## src/rtl/rs_sig_pkg.sv

```systemverilog
package rs_sig_pkg;
  localparam int GF_W    = 10;
  localparam int RS_NPAR = 4;
  localparam logic [GF_W-1:0] GF_POLY_LOW = 10'h009; // x^10 + x^3 + 1

  typedef logic [GF_W-1:0] gf_sym_t;

  // shift-and-add multiply in GF(2^10)
  function automatic gf_sym_t gf_mul(gf_sym_t a, gf_sym_t b);
    gf_sym_t acc;
    gf_sym_t sh;
    acc = '0;
    sh  = a;
    for (int i = 0; i < GF_W; i++) begin
      if (b[i]) acc = acc ^ sh;
      sh = {sh[GF_W-2:0], 1'b0} ^ (sh[GF_W-1] ? GF_POLY_LOW : '0);
    end
    return acc;
  endfunction

  // low coefficients of the monic generator with roots a^1..a^RS_NPAR
  function automatic logic [RS_NPAR*GF_W-1:0] gen_coefs();
    gf_sym_t g [RS_NPAR+1];
    gf_sym_t root;
    logic [RS_NPAR*GF_W-1:0] packed_g;
    g[0] = gf_sym_t'(1);
    for (int j = 1; j <= RS_NPAR; j++) g[j] = '0;
    root = gf_sym_t'(1);
    for (int i = 1; i <= RS_NPAR; i++) begin
      root = gf_mul(root, gf_sym_t'(2));
      for (int j = RS_NPAR; j >= 1; j--) g[j] = g[j-1] ^ gf_mul(g[j], root);
      g[0] = gf_mul(g[0], root);
    end
    for (int j = 0; j < RS_NPAR; j++) packed_g[j*GF_W +: GF_W] = g[j];
    return packed_g;
  endfunction
endpackage

```

## src/rtl/rs_sym_pack.sv

```systemverilog
module rs_sym_pack
  import rs_sig_pkg::*;
#(
  parameter int SYM_W  = GF_W,
  parameter int BYTE_W = 8
) (
  input  logic             clk,
  input  logic             rst_n,
  input  logic             byte_v,
  input  logic             clr,      // start from empty before merging
  input  logic             cut,      // after merging, hand out the rest and empty
  input  logic [BYTE_W-1:0] byte_in,
  output logic             sym_v,
  output logic [SYM_W-1:0] sym,
  output logic [SYM_W-1:0] rest
);
  localparam int AW = SYM_W + BYTE_W - 1;
  localparam int CW = $clog2(AW + 1);

  logic [AW-1:0] acc_q, acc_d, base_acc, merged, after_acc;
  logic [CW-1:0] cnt_q, cnt_d, base_cnt, total, after_cnt;

  always_comb begin
    base_acc  = clr ? '0 : acc_q;
    base_cnt  = clr ? '0 : cnt_q;
    merged    = base_acc | ({{(AW-BYTE_W){1'b0}}, byte_in} << base_cnt);
    total     = base_cnt + CW'(BYTE_W);
    sym_v     = byte_v && (total >= CW'(SYM_W));
    sym       = merged[SYM_W-1:0];
    after_acc = sym_v ? (merged >> SYM_W) : merged;
    after_cnt = sym_v ? (total - CW'(SYM_W)) : total;
    rest      = after_acc[SYM_W-1:0];
    acc_d     = acc_q;
    cnt_d     = cnt_q;
    if (byte_v) begin
      acc_d = cut ? '0 : after_acc;
      cnt_d = cut ? '0 : after_cnt;
    end
  end

  always_ff @(posedge clk or negedge rst_n) begin
    if (!rst_n) begin
      acc_q <= '0;
      cnt_q <= '0;
    end else begin
      acc_q <= acc_d;
      cnt_q <= cnt_d;
    end
  end

  // never more than one symbol's worth of bits held back
  a_r2_cnt_bound: assert property (@(posedge clk) disable iff (!rst_n)
    cnt_q < CW'(SYM_W));
endmodule

```

## src/rtl/rs_lfsr_div.sv

```systemverilog
module rs_lfsr_div
  import rs_sig_pkg::*;
(
  input  logic                      en,
  input  logic [GF_W-1:0]           sym,
  input  logic [RS_NPAR*GF_W-1:0]   cur,
  output logic [RS_NPAR*GF_W-1:0]   nxt
);
  localparam logic [RS_NPAR*GF_W-1:0] GCO = gen_coefs();

  logic [GF_W-1:0]         fb;
  logic [RS_NPAR*GF_W-1:0] stepped;

  assign fb = sym ^ cur[(RS_NPAR-1)*GF_W +: GF_W];

  for (genvar j = 0; j < RS_NPAR; j++) begin : g_stage
    if (j == 0) begin : g_low
      assign stepped[0 +: GF_W] = gf_mul(fb, GCO[0 +: GF_W]);
    end else begin : g_up
      assign stepped[j*GF_W +: GF_W] = cur[(j-1)*GF_W +: GF_W]
                                     ^ gf_mul(fb, GCO[j*GF_W +: GF_W]);
    end
  end

  assign nxt = en ? stepped : cur;
endmodule

```

## src/rtl/rs_page_sig.sv

```systemverilog
module rs_page_sig
  import rs_sig_pkg::*;
#(
  parameter int          PAGE_BYTES = 512,
  parameter logic [7:0]  SIG_FILL   = 8'hFF
) (
  input  logic        clk,
  input  logic        rst_n,
  input  logic        in_valid,
  input  logic        in_sop,
  input  logic        in_dir_rd,
  input  logic [7:0]  in_byte,
  output logic [47:0] sig_out,
  output logic        done,
  output logic        err
);
  localparam int PAR_BITS  = RS_NPAR * GF_W;
  localparam int PAR_BYTES = (PAR_BITS + 7) / 8;
  localparam int SIG_BYTES = PAR_BYTES + 1;
  localparam int TOTAL_RD  = PAGE_BYTES + SIG_BYTES;
  localparam int IDX_W     = $clog2(TOTAL_RD + 1);
  localparam bit HAS_PAD   = ((PAGE_BYTES * 8) % GF_W) != 0;
  localparam logic [IDX_W-1:0] LAST_WR = IDX_W'(PAGE_BYTES - 1);
  localparam logic [IDX_W-1:0] LAST_RD = IDX_W'(TOTAL_RD - 1);

  logic                 active_q, active_d;
  logic                 rd_q, rd_d;
  logic [IDX_W-1:0]     idx_q, idx_d, cur_idx;
  logic                 flush_q, flush_d, pwr_q, pwr_d;
  logic [GF_W-1:0]      pad_q, pad_d;
  logic [PAR_BITS-1:0]  rem_q, rem_d, div_out, par_view;
  logic [PAR_BITS-1:0]  sig_q, sig_d;
  logic                 done_q, done_d, err_q, err_d;
  logic                 accept, cur_rd, last_data, last_all;
  logic                 pk_v;
  logic [GF_W-1:0]      pk_sym, pk_rest, div_sym;
  logic                 div_en;

  rs_sym_pack u_pack (
    .clk(clk), .rst_n(rst_n), .byte_v(accept), .clr(in_sop),
    .cut(last_data | last_all), .byte_in(in_byte),
    .sym_v(pk_v), .sym(pk_sym), .rest(pk_rest)
  );

  assign div_en  = (flush_q && HAS_PAD) || pk_v;
  assign div_sym = flush_q ? pad_q : pk_sym;

  rs_lfsr_div u_div (.en(div_en), .sym(div_sym), .cur(rem_q), .nxt(div_out));

  // highest-degree parity symbol goes first, in the low bits
  for (genvar k = 0; k < RS_NPAR; k++) begin : g_order
    assign par_view[k*GF_W +: GF_W] = div_out[(RS_NPAR-1-k)*GF_W +: GF_W];
  end

  always_comb begin
    accept    = in_valid && (in_sop || active_q);
    cur_idx   = in_sop ? '0 : idx_q;
    cur_rd    = in_sop ? in_dir_rd : rd_q;
    last_data = accept && (cur_idx == LAST_WR);
    last_all  = accept && (cur_idx == (cur_rd ? LAST_RD : LAST_WR));

    active_d  = accept ? !last_all : active_q;
    rd_d      = accept ? cur_rd : rd_q;
    idx_d     = accept ? cur_idx + IDX_W'(1) : idx_q;
    flush_d   = last_data;
    pwr_d     = last_data && !cur_rd;
    pad_d     = last_data ? pk_rest : pad_q;

    rem_d     = (accept && in_sop) ? '0 : div_out;

    sig_d     = (flush_q && pwr_q) ? par_view : sig_q;
    done_d    = (flush_q && pwr_q) || (last_all && cur_rd);
    err_d     = err_q;
    if (flush_q && pwr_q)      err_d = 1'b0;
    else if (last_all && cur_rd) err_d = |div_out;
  end

  always_ff @(posedge clk or negedge rst_n) begin
    if (!rst_n) begin
      active_q <= 1'b0;
      rd_q     <= 1'b0;
      idx_q    <= '0;
      flush_q  <= 1'b0;
      pwr_q    <= 1'b0;
      pad_q    <= '0;
      rem_q    <= '0;
      sig_q    <= '0;
      done_q   <= 1'b0;
      err_q    <= 1'b0;
    end else begin
      active_q <= active_d;
      rd_q     <= rd_d;
      idx_q    <= idx_d;
      flush_q  <= flush_d;
      pwr_q    <= pwr_d;
      pad_q    <= pad_d;
      rem_q    <= rem_d;
      sig_q    <= sig_d;
      done_q   <= done_d;
      err_q    <= err_d;
    end
  end

  assign sig_out = {SIG_FILL, sig_q};
  assign done    = done_q;
  assign err     = err_q;

  // result strobe lasts one cycle
  a_r12_done_pulse: assert property (@(posedge clk) disable iff (!rst_n)
    done_q |=> !done_q);
  // signature only moves with a write result
  a_r7_sig_hold: assert property (@(posedge clk) disable iff (!rst_n)
    !$stable(sig_q) |-> (done_q && !err_q));
  // error flag only moves with a result
  a_r5_err_with_done: assert property (@(posedge clk) disable iff (!rst_n)
    !$stable(err_q) |-> done_q);
  // the pad step never competes with a packed symbol
  a_r10_single_step: assert property (@(posedge clk) disable iff (!rst_n)
    flush_q |-> !pk_v);
  // the byte index stays inside the longest page
  a_r8_idx_bound: assert property (@(posedge clk) disable iff (!rst_n)
    active_q |-> (idx_q < IDX_W'(TOTAL_RD)));
endmodule

```

## config.mk

```make
export PLATFORM = sky130hd
export DESIGN_NAME = rs_page_sig
export DESIGN_NICKNAME = d
export VERILOG_FILES = /design/src/rtl/rs_sig_pkg.sv /design/src/rtl/rs_sym_pack.sv /design/src/rtl/rs_lfsr_div.sv /design/src/rtl/rs_page_sig.sv
export SDC_FILE = /design/constraint.sdc
export NUM_CORES = 1
export LEC_CHECK = 0
export ABC_AREA = 0
export BUFFER_PORTS_ARGS = -buffer_cell sky130_fd_sc_hd__buf_2
export CAP_MARGIN = 20
export CORE_MARGIN = 2
export CORE_UTILIZATION = 43
export DETAILED_ROUTE_END_ITERATION = 7
export PLACE_DENSITY_LB_ADDON = 0.2
export SLEW_MARGIN = 0
export SYNTH_ARGS = -nofsm -noshare
export SYNTH_HDL_FRONTEND = slang
export SYNTH_SLANG_ARGS = --single-unit
export TNS_END_PERCENT = 100
```

## constraint.sdc

```tcl
create_clock -name clk -period 4.2 [get_ports clk]
set_input_delay 0.84 -clock clk [delete_from_list [all_inputs] [get_ports clk]]
set_output_delay 0.84 -clock clk [all_outputs]
set_load 0.05 [all_outputs]
```

## Word-level counts from Yosys, hierarchy flattened

Index checks and enable logic that the tools add are counted.

| storage, ports and cells | value |
|---|---|
| flip-flop bits (word level) | 128 |

| cells by class | value |
|---|---|
| add/sub/neg operators | 3 |
| magnitude comparators | 1 |
| equal/unequal tests | 2 |
| shift-type cells | 1 |
| muxes and demuxes | 23 |
| bitwise gates (word level) | 25 |
| reductions and logical operators | 15 |

Operators by type and width:

| kind | number |
|---|---|
| 10-bit XOR | 22 |
| 40-bit 2-to-1 mux | 2 |
| 17-bit 2-to-1 mux | 3 |
| 40-bit OR reduction | 1 |
| 4-bit 2-to-1 mux | 9 |
| 10-bit 2-to-1 mux | 3 |
| 17-bit bitwise OR | 1 |
| 8-bit by 5-bit left shift with 17-bit output | 1 |
| 5-bit 2-to-1 mux | 3 |
| 10-bit by 1-bit adder with 10-bit output, second input constant | 1 |
| 10-bit == test | 1 |
| 10-bit by 9-bit == test with 1-bit output, second input constant | 1 |
| 10-bit by 4-bit XOR with 10-bit output | 1 |
| 1-bit logical AND | 8 |
| 5-bit by 4-bit adder with 5-bit output, second input constant | 1 |
| 5-bit by 4-bit >= comparator with 1-bit output, second input constant | 1 |
| 5-bit by 4-bit subtractor with 5-bit output, second input constant | 1 |
| 1-bit logical OR | 3 |
| 1-bit 2-to-1 mux | 3 |
| 1-bit zero test | 2 |
| 2-bit nonzero test | 1 |
| 1-bit bitwise OR | 1 |

## Depth between registers and ports, before layout

Gate-level depths: netlist (run 1).

| depth | value |
|---|---|
| word-level depth | 29 |
| mapped depth | 16 |
| mapped depth without buffers | 12 |

## By module

A second synthesis (run 1) with hierarchy kept.

| unflattened totals | value |
|---|---|
| cells, all modules | 696 |
| area total of the unflattened synthesis | 7783.7 um2 |

Modules (own cells, without submodules):

| module | instances | cells an instance | area each (um2) |
|---|---|---|---|
| rs_page_sig | 1 | 310 | 4231.6 |
| rs_sym_pack | 1 | 256 | 2043.2 |
| rs_lfsr_div | 1 | 130 | 1508.9 |

## Worst setup path before layout (run 1)

Ideal clock, no wire load.

| timing path | value |
|---|---|
| kind | in2reg |
| from | input port in_sop |
| to | register err_q (netlist: err) |
| setup time | 0.128 ns |
| arrival time | 4.099 ns |
| data required time | 4.072 ns |
| path slack | -0.026 ns |
| cell stages on the path | 13 |
| path buffers | 1 |
| cell sequence | buf_2 o21bai_1 a221oi_2 o22ai_2 mux2i_1 a311oi_4 xnor2_2 xor3_1 a31oi_1 or3_1 or4_1 a2111oi_2 nor2_1 |

| between the ends | value |
|---|---|
| cells in the longest elaborated chain, start to end | 22 |

RTL lines:

| element | line | source |
|---|---|---|
| start: declaration | rs_page_sig.sv:10 | `input logic in_sop,` |
| 5-bit 2-to-1 mux | rs_sym_pack.sv:25 | `base_cnt = clr ? '0 : cnt_q;` |
| 8-bit by 5-bit left shift with 17-bit output | rs_sym_pack.sv:26 | `merged = base_acc \| ({{(AW-BYTE_W){1'b0}}, byte_in} << base_cnt);` |
| 17-bit bitwise OR | rs_sym_pack.sv:26 |  |
| 10-bit 2-to-1 mux | rs_page_sig.sv:46 | `assign div_sym = flush_q ? pad_q : pk_sym;` |
| 10-bit XOR | rs_lfsr_div.sv:14 | `assign fb = sym ^ cur[(RS_NPAR-1)*GF_W +: GF_W];` |
| 4-bit 2-to-1 mux / 10-bit XOR (equally long branches) | rs_sig_pkg.sv:16 | `sh = {sh[GF_W-2:0], 1'b0} ^ (sh[GF_W-1] ? GF_POLY_LOW : '0);` |
| 10-bit XOR / 4-bit 2-to-1 mux (equally long branches) | rs_sig_pkg.sv:16 |  |
| 10-bit XOR (4 in a row) | rs_sig_pkg.sv:16 |  |
| (+3 left out) | -- |  |
| 10-bit XOR / 4-bit 2-to-1 mux (equally long branches) | -- |  |
| 10-bit XOR, on equally long branches | -- |  |
| 10-bit XOR | rs_sig_pkg.sv:15 | `if (b[i]) acc = acc ^ sh;` |
| 10-bit XOR | rs_lfsr_div.sv:21 | `^ gf_mul(fb, GCO[j*GF_W +: GF_W]);` |
| 40-bit 2-to-1 mux | rs_lfsr_div.sv:25 | `assign nxt = en ? stepped : cur;` |
| 40-bit OR reduction | rs_page_sig.sv:75 | `else if (last_all && cur_rd) err_d = \|div_out;` |
| 1-bit 2-to-1 mux | rs_page_sig.sv:75 |  |
| 1-bit 2-to-1 mux | rs_page_sig.sv:74 | `if (flush_q && pwr_q) err_d = 1'b0;` |
| end signal: assignment | rs_page_sig.sv:100 | `err_q <= err_d;` |
| end: declaration | rs_page_sig.sv:33 | `logic done_q, done_d, err_q, err_d;` |

Several ways; a longest one is shown, not always the timed one. The select of a mux whose other input is x is not followed.
A chain may end at the register's enable or synchronous reset.

## Final worst setup path (run 1)

Same ends and word-level chain as after synthesis.

==> results of run 1 <==
==> worst max-delay path: stages <==
cell	delay, ps
clkbuf_4	200
buf_4	180
or3b_1	390
a31oi_1	240
a22oi_2	120
a311oi_4	380
xor2_2	190
xnor3_2	550
buf_4	220
xnor3_1	320
a21oi_1	80
nand4b_1	250
a2111oi_2	320
nor2_1	70
==> path summary, 6_finish.rpt <==
check	end	cells after the start
max in group asynchronous	u_pack.cnt_q[1]$_DFFE_PN0P_	2
min in group asynchronous	idx_q[0]$_DFFE_PN0P_	1
worst min register to register	sig_q[38]$_DFFE_PN0P_	2
worst min-delay path	sig_q[38]$_DFFE_PN0P_	2
worst max-delay path	err$_DFFE_PN0P_	14
worst max register to register	err$_DFFE_PN0P_	13
==> routing by layer <==
metal	routed length [um]	vias to the layer above
met5	0	-
met4	214	0
met3	1400	16
met2	10300	220
met1	12100	3457
li1	-	3384
==> synth_stat cells, types with 4 or more instances <==
| library cell | instances | area (um2) |
|---|---|---|
| dfrtp_1 | 128 | 3200 |
| nand2_1 | 118 | 443 |
| nor2_1 | 85 | 319 |
| o21ai_0 | 74 | 370 |
| xnor2_1 | 51 | 447 |
| a21oi_1 | 38 | 190 |
| clkbuf_1 | 29 | 109 |
| xor2_1 | 25 | 219 |
| mux2_2 | 15 | 169 |
| a211oi_1 | 14 | 105 |
| nor3_1 | 14 | 70.1 |
| mux2i_1 | 13 | 130 |
| nand3_1 | 13 | 65.1 |
| inv_1 | 12 | 45.0 |
| nand2b_1 | 12 | 75.1 |
| nor2b_1 | 12 | 75.1 |
| and2_1 | 11 | 68.8 |
| buf_4 | 11 | 82.6 |
| a22o_1 | 10 | 87.6 |
| a31oi_1 | 10 | 62.6 |
| buf_1 | 8 | 30.0 |
| buf_2 | 8 | 40.0 |
| or3_1 | 8 | 50.1 |
| nand4_1 | 7 | 43.8 |
| o22ai_1 | 7 | 43.8 |
| o211ai_1 | 6 | 45.0 |
| o21a_1 | 6 | 45.0 |
| and2b_1 | 5 | 37.5 |
| and3_1 | 5 | 31.3 |
| nor4_1 | 5 | 31.3 |
| or4_1 | 5 | 37.5 |
| xor3_1 | 5 | 119 |
| a22oi_1 | 4 | 30.0 |
| buf_6 | 4 | 45.0 |
| nand3b_1 | 4 | 30.0 |
| nor3b_1 | 4 | 30.0 |
| o21ai_1 | 4 | 20.0 |
| o41ai_1 | 4 | 35.0 |
| xnor2_2 | 4 | 65.1 |
| xnor3_1 | 4 | 90.1 |
==> timing repair <==
action / 4_1_cts / 5_1_grt
setup endpoints to repair: 0 / 1
gates resized for setup: 0 / 9
setup buffers: 0 / 1
==> per-stage QoR <==
stage	instance area [um2]	hold WS [ps]	worst slack [ps]	TNS [ps]
4_1_cts	10100	477	21.3	0
3_5_place_dp	9440	464	-255	-255
6_report	10100	468	127	0
5_1_grt	10100	493	2.14	0
3_3_place_gp	9440	456	-229	-229
2_1_floorplan	8050	441	15.1	0
==> cell families after synthesis <==
logic type | after synthesis | synth area share (%)
other cells | 1 | 0.0468
compound gates | 213 | 17.9
flops | 128 | 40.0
simple gates | 329 | 20.0
buf+inv | 74 | 4.70
mux | 29 | 4.01
xor+xnor | 94 | 13.0
fa+ha+maj | 2 | 0.312
==> sequential cells by signal, summed over array words and instances, names as in the netlist <==
register and cells:
rd_q 1, u_pack.acc_q 17, flush_q 1, err 1, sig_q 40, pwr_q 1, pad_q 10, active_q 1
done 1, rem_q 40, u_pack.cnt_q 5, idx_q 10
==> cell type report <==
| type | instances | area (um2) | area share (%) |
|---|---|---|---|
| clock buffer | 18 | 429 | 4.25 |
| multi-input combinational | 675 | 4510 | 44.7 |
| inverter | 12 | 45.0 | 0.446 |
| sequential | 128 | 3210 | 31.7 |
| tap | 229 | 287 | 2.84 |
| clock inverter | 13 | 188 | 1.86 |
| timing repair buffer | 206 | 1430 | 14.2 |
==> placed cells by master (no fill, tap or decap), types with 5 or more instances in the layout <==
| cell type | Yosys | layout |
|---|---|---|
| buf_4 | 11 | 151 |
| dfrtp_1 | 128 | 126 |
| nand2_1 | 118 | 117 |
| nor2_1 | 85 | 85 |
| o21ai_0 | 74 | 73 |
| buf_2 | 8 | 52 |
| xnor2_1 | 51 | 50 |
| a21oi_1 | 38 | 38 |
| xor2_1 | 25 | 24 |
| clkbuf_16 | 0 | 17 |
| mux2_2 | 15 | 15 |
| a211oi_1 | 14 | 14 |
| nor3_1 | 14 | 13 |
| nand3_1 | 13 | 13 |
| mux2i_1 | 13 | 13 |
| nand2b_1 | 12 | 12 |
| nor2b_1 | 12 | 12 |
| inv_1 | 12 | 12 |
| and2_1 | 11 | 11 |
| a31oi_1 | 10 | 10 |
| a22o_1 | 10 | 10 |
| or3_1 | 8 | 8 |
| conb_1 | 1 | 8 |
| nand4_1 | 7 | 7 |
| o22ai_1 | 7 | 7 |
| o21a_1 | 6 | 6 |
| o211ai_1 | 6 | 6 |
| and3_1 | 5 | 5 |
| and2b_1 | 5 | 5 |
| or4_1 | 5 | 5 |
| nor4_1 | 5 | 5 |
| xor3_1 | 5 | 5 |
==> summary.md, run 1 <==
| Metric | Value |
|---|---|
| Status | `completed` |
| Port Buffers | `54` |
| Synthesized area | `8010 um2` |
| Final hold violation count | `0` |
| Crit Path Category | `in -> reg` |
| Final nets | `1055` |
| Core Area | `18100 um2` |
| Area Overhead vs Synth | `26.1%` |
| DRT Pass-1 Iters | `5` |
| Synth Area per Inst | `9.21 um2` |
| Vias post-DR | `7077` |
| Initial antenna violation count | `0` |
| Clock Tree Buf Depth | `2` |
| Worst-margin pin slew | `between 800 and 900 ps` |
| Count of flip-flops with a built-in enable after synthesis | `0` |
| #FFs+latches synth | `128` |
| Vias in the first global route | `6945` |
| CTS Buf Count | `17` |
| Die area | `19700 um2` |
| Routed len/inst | `about 19 um` |
| Fillcell total | `1691` |
| Max Fclk | `between 0.2 and 0.25 GHz` |
| Ports | `63` |
| Dpl cells | `1249` |
| Overflow after GRT | `0` |
| All-layer global routing usage | `25.6%` |
| Util after Layout | `55.7%` |
| Crit end category | `flip-flop` |
| CP required | `4500 ps` |
| Final min period | `4070 ps` |
| Clk slew on worst S/H paths | `60 ps` |
| Cells after synthesis | `870` |
| Seq/Total Area, Yosys | `40.0%` |
| TritonCTS Sinks | `about 130` |
| Synth warn | `0` |
| Crit path from | `in_sop` |
| DRT Wirelength | `approximately 24 mm` |
| Largest net degree at the start of global routing | `95` |
| H-tree depth | `4` |
| Global routing's busiest layer | `met1` |
| Max-slew headroom | `~43%` |
| Largest fanout on the critical path | `18` |
| Initial Util | `44.1%` |
| Avg Vias per Cell | `approximately 5.5` |
| First-pass GRT wire length | `39.4 mm` |
| Max_cap viols | `0` |
| Worst hold path type | `reg -> reg` |
| Ant diodes | `0` |
| GR Util met3 | `4.92%` |
| Skew-Pair Late Insertion Delay | `430 ps` |
| Asr flop ratio synth | `100%` |
| Die X | `~140 um` |
| # rows | `49` |
| Worst Skew | `roughly 10 ps` |
| Post-synthesis cell type count | `90` |
| CTS tree | `yes` |
| Number of DRC markers in iteration 0 | `640` |
| Die H | `140 um` |
| Layout cells sized above 1 | `27.5%` |
| Final setup fails | `0` |
| Max Slew Vio Count | `0` |
| Final non-filler cell total | `1281` |
| Met1 global-route usage | `roughly two fifths` |
| Routing usage on met2 | `37.1%` |
| Placer congestion estimate | `0.940` |
| CTS root buffer | `clkbuf_16` |
| ANT nets after route | `0` |
| Critical path startpoint category | `input port` |
| Detailed Place HPWL | `18.2 mm` |
| Hold_buf cts | `0` |
| Arr. time, crit path | `4380 ps` |
| Ys flop type | `dfrtp_1` |
| Worst r2r src | `u_pack.cnt_q[0]$_DFFE_PN0P_` |
| Hold Crit Start | `sig_q[38]$_DFFE_PN0P_` |
| Period utilization | `97.0%` |
| R2R setup slack | `between 100 and 150 ps` |
| DRC errors left | `0` |
| RSZ-0062 raised after global routing | `no` |
Power of run 1 is left out: the tool's default activity adds up to more than one toggle a clock period on the data nets, which glitch-free logic cannot reach.
==> run 2, diff against run 1 <==
- CORE_UTILIZATION: 43 -> 45
==> run 2 against run 1 <==
Net effect: clock skew rose by 3.6 ps; global-route usage grew 1.5 points; register-to-register slack better by 80 ps; via count is 0.25% lower; sequential cell count unchanged.
==> summary.md, run 2 (same netlist as run 1, synthesis figures left out) <==
| Metric | Value |
|---|---|
| Initial antenna violation count | `1 (+1)` |
| Die X | `137 um (-2.2%)` |
| Final hold violation count | `0 (unchanged)` |
| Commonest non-fill, non-tap cell in the layout | `buf_4` |
| Largest fanout on the critical path | `16 (-2)` |
| Crit end category | `flip-flop` |
| Layout cells sized above 1 | `27.0% (-0.44 points)` |
| Clk slew on worst S/H paths | `60 ps (about the same)` |
| Placer congestion estimate | `0.945 (+0.50%)` |
| Max Slew Vio Count | `0 (unchanged)` |
| Max Fclk | `0.251 GHz (+2.4%)` |
| Clock Tree Buf Depth | `2 (unchanged)` |
| Vias post-DR | `7059 (-0.25%)` |
| Overflow after GRT | `0 (unchanged)` |
| Arr. time, crit path | `4290 ps (-90 ps)` |
| DP Area | `9400 um2 (-0.40%)` |
| Core Area | `17400 um2 (-4.4%)` |
| Largest net degree at the start of global routing | `81 (-15%)` |
| First-pass GRT wire length | `38.3 mm (-2.8%)` |
| Skew-Pair Late Insertion Delay | `430 ps (about the same)` |
| DRT Pass-1 Iters | `5 (unchanged)` |
| Die area | `18900 um2 (-4.3%)` |
| Avg Vias per Cell | `5.55 (+0.45%)` |
| Status | `completed` |
| Detailed Place HPWL | `18.4 mm (+1.3%)` |
| Commonest cells after routing, fill and taps aside | `buf_4, dfrtp_1, nand2_1` |
| Critical path startpoint category | `flip-flop` |
| ANT nets after route | `0 (unchanged)` |
| Final nets | `1049 (-0.57%)` |
| Ports | `63 (unchanged)` |
| Worst Skew | `14.0 ps (+3.60 ps)` |
| TritonCTS Sinks | `128 (unchanged)` |
| CTS Buf Count | `17 (unchanged)` |
| CTS tree | `yes` |
| Ant diodes | `0 (unchanged)` |
| Initial Util | `46.2% (+2.0 points)` |
| CP required | `4520 ps (+20 ps)` |
| Max-slew headroom | `49.9% (+6.4 points)` |
| Crit Path Category | `reg -> reg` |
| Die H | `137 um (-2.2%)` |
| Number of DRC markers in iteration 0 | `695 (+8.6%)` |
| Final setup fails | `0 (unchanged)` |
| Worst-margin pin slew | `752 ps (-96.1 ps)` |
| Dpl cells | `1239 (-0.80%)` |
| Period utilization | `94.7% (-2.3 points)` |
| All-layer global routing usage | `27.1% (+1.5 points)` |
| Worst hold path type | `in -> async` |
| Fillcell total | `1579 (-6.6%)` |
| Critical path's slowest cell | `or3b_2` |
| CP cell instances | `or3b_2, o211ai_1, o22ai_2, mux2i_1, a311oi_4, buf_4, xor2_2, xnor2_1, buf_4, xnor3_1, a21oi_1, nand4b_1, a2111oi_2, nor2_1` |
| Max_cap viols | `0 (unchanged)` |
| Final non-filler cell total | `1272 (-0.70%)` |
| Port Buffers | `54 (unchanged)` |
| Final min period | `3980 ps (-94.5 ps)` |
| DRC errors left | `0 (unchanged)` |
| Post-route cell area | `10100 um2 (-0.21%)` |
| CTS root buffer | `clkbuf_16` |
| Setup TNS Final | `0 ps (unchanged)` |
| CP max stage delay | `520 ps (-30 ps)` |
| Routed len/inst | `19.2 um (+2.3%)` |
| Largest registers | `rem_q: 40 flops, sig_q: 40 flops, u_pack.acc_q: 17 flops` |
| Area Overhead vs Synth | `25.8%` |
| RSZ-0062 raised after global routing | `no` |
| Vias in the first global route | `6788 (-2.3%)` |
| Util after Layout | `58.1% (+2.4 points)` |
| DRT Wirelength | `24.4 mm (+1.5%)` |
| Most common cell on crit path | `buf_4` |
| # rows | `48 (-2.0%)` |
| H-tree depth | `4 (unchanged)` |
run 2: cell types whose count changed in the layout (fill, tap and decap cells not counted), sizes merged:
| cell | delta |
|---|---|
| bufinv | +1 |
| inv | -1 |
| clkinv | +1 |
| buf | -5 |
| clkinvlp | -1 |
run 2: stage by stage:
step,setup WS (ps),hold WS [ps]
after detailed placement,-186,461
after global placement,-209,453
final,221,442
after global routing,3.46,500
after CTS,130,474
after floorplan,15.1,441
run 2: worst max-delay path, delay by kind of cell (launching register included):
family          cells  cell delay, ps
buf+inv             2             480
mux                 1             180
compound gates      5            1130
flops               1             510
simple gates        3             800
xor+xnor            3             750
run 2: layout make-up:
type	count	area, um2	share of cell area, %
multi-input cells	675	4500	44.6
flip-flops and latches	128	3210	31.8
repair buffers	200	1400	13.9
clock buffers	19	443	4.39
well taps	225	282	2.79
clock inverters	13	210	2.09
inverters	12	45.0	0.447
run 2: path summary, 6_finish.rpt:
path / cells after the start / to / start / slack (ps)
hold reg to reg: 2 / sig_q[1]$_DFFE_PN0P_ / sig_q[1]$_DFFE_PN0P_ / 470
setup / recovery: 14 / err$_DFFE_PN0P_ / u_pack.cnt_q[1]$_DFFE_PN0P_ / 220
max in group asynchronous: 2 / rem_q[0]$_DFF_PN0_ / rst_n / 2880
min in group clk: 2 / sig_q[1]$_DFFE_PN0P_ / sig_q[1]$_DFFE_PN0P_ / 470
hold / removal: 1 / idx_q[0]$_DFFE_PN0P_ / rst_n / 440
setup reg to reg: 14 / err$_DFFE_PN0P_ / u_pack.cnt_q[1]$_DFFE_PN0P_ / 220
run 2: per-layer routing:
metal	routed length, um	global-route usage, %	vias up	share of wire, %
li1	-	-	3382	-
met1	11800	41.1	3393	48
met2	10300	38.2	248	42
met5	0	0	-	0
met4	454	8.48	0	1.9
met3	1880	6.11	36	7.7
run 2: what timing repair did:
action / CTS / global route
resized for setup: 0 / 5
endpoints found under the setup margin: 0 / 1
hold buffers: 0 / 0
setup buffers: 0 / 1
Power of run 2 is left out for the same reason.
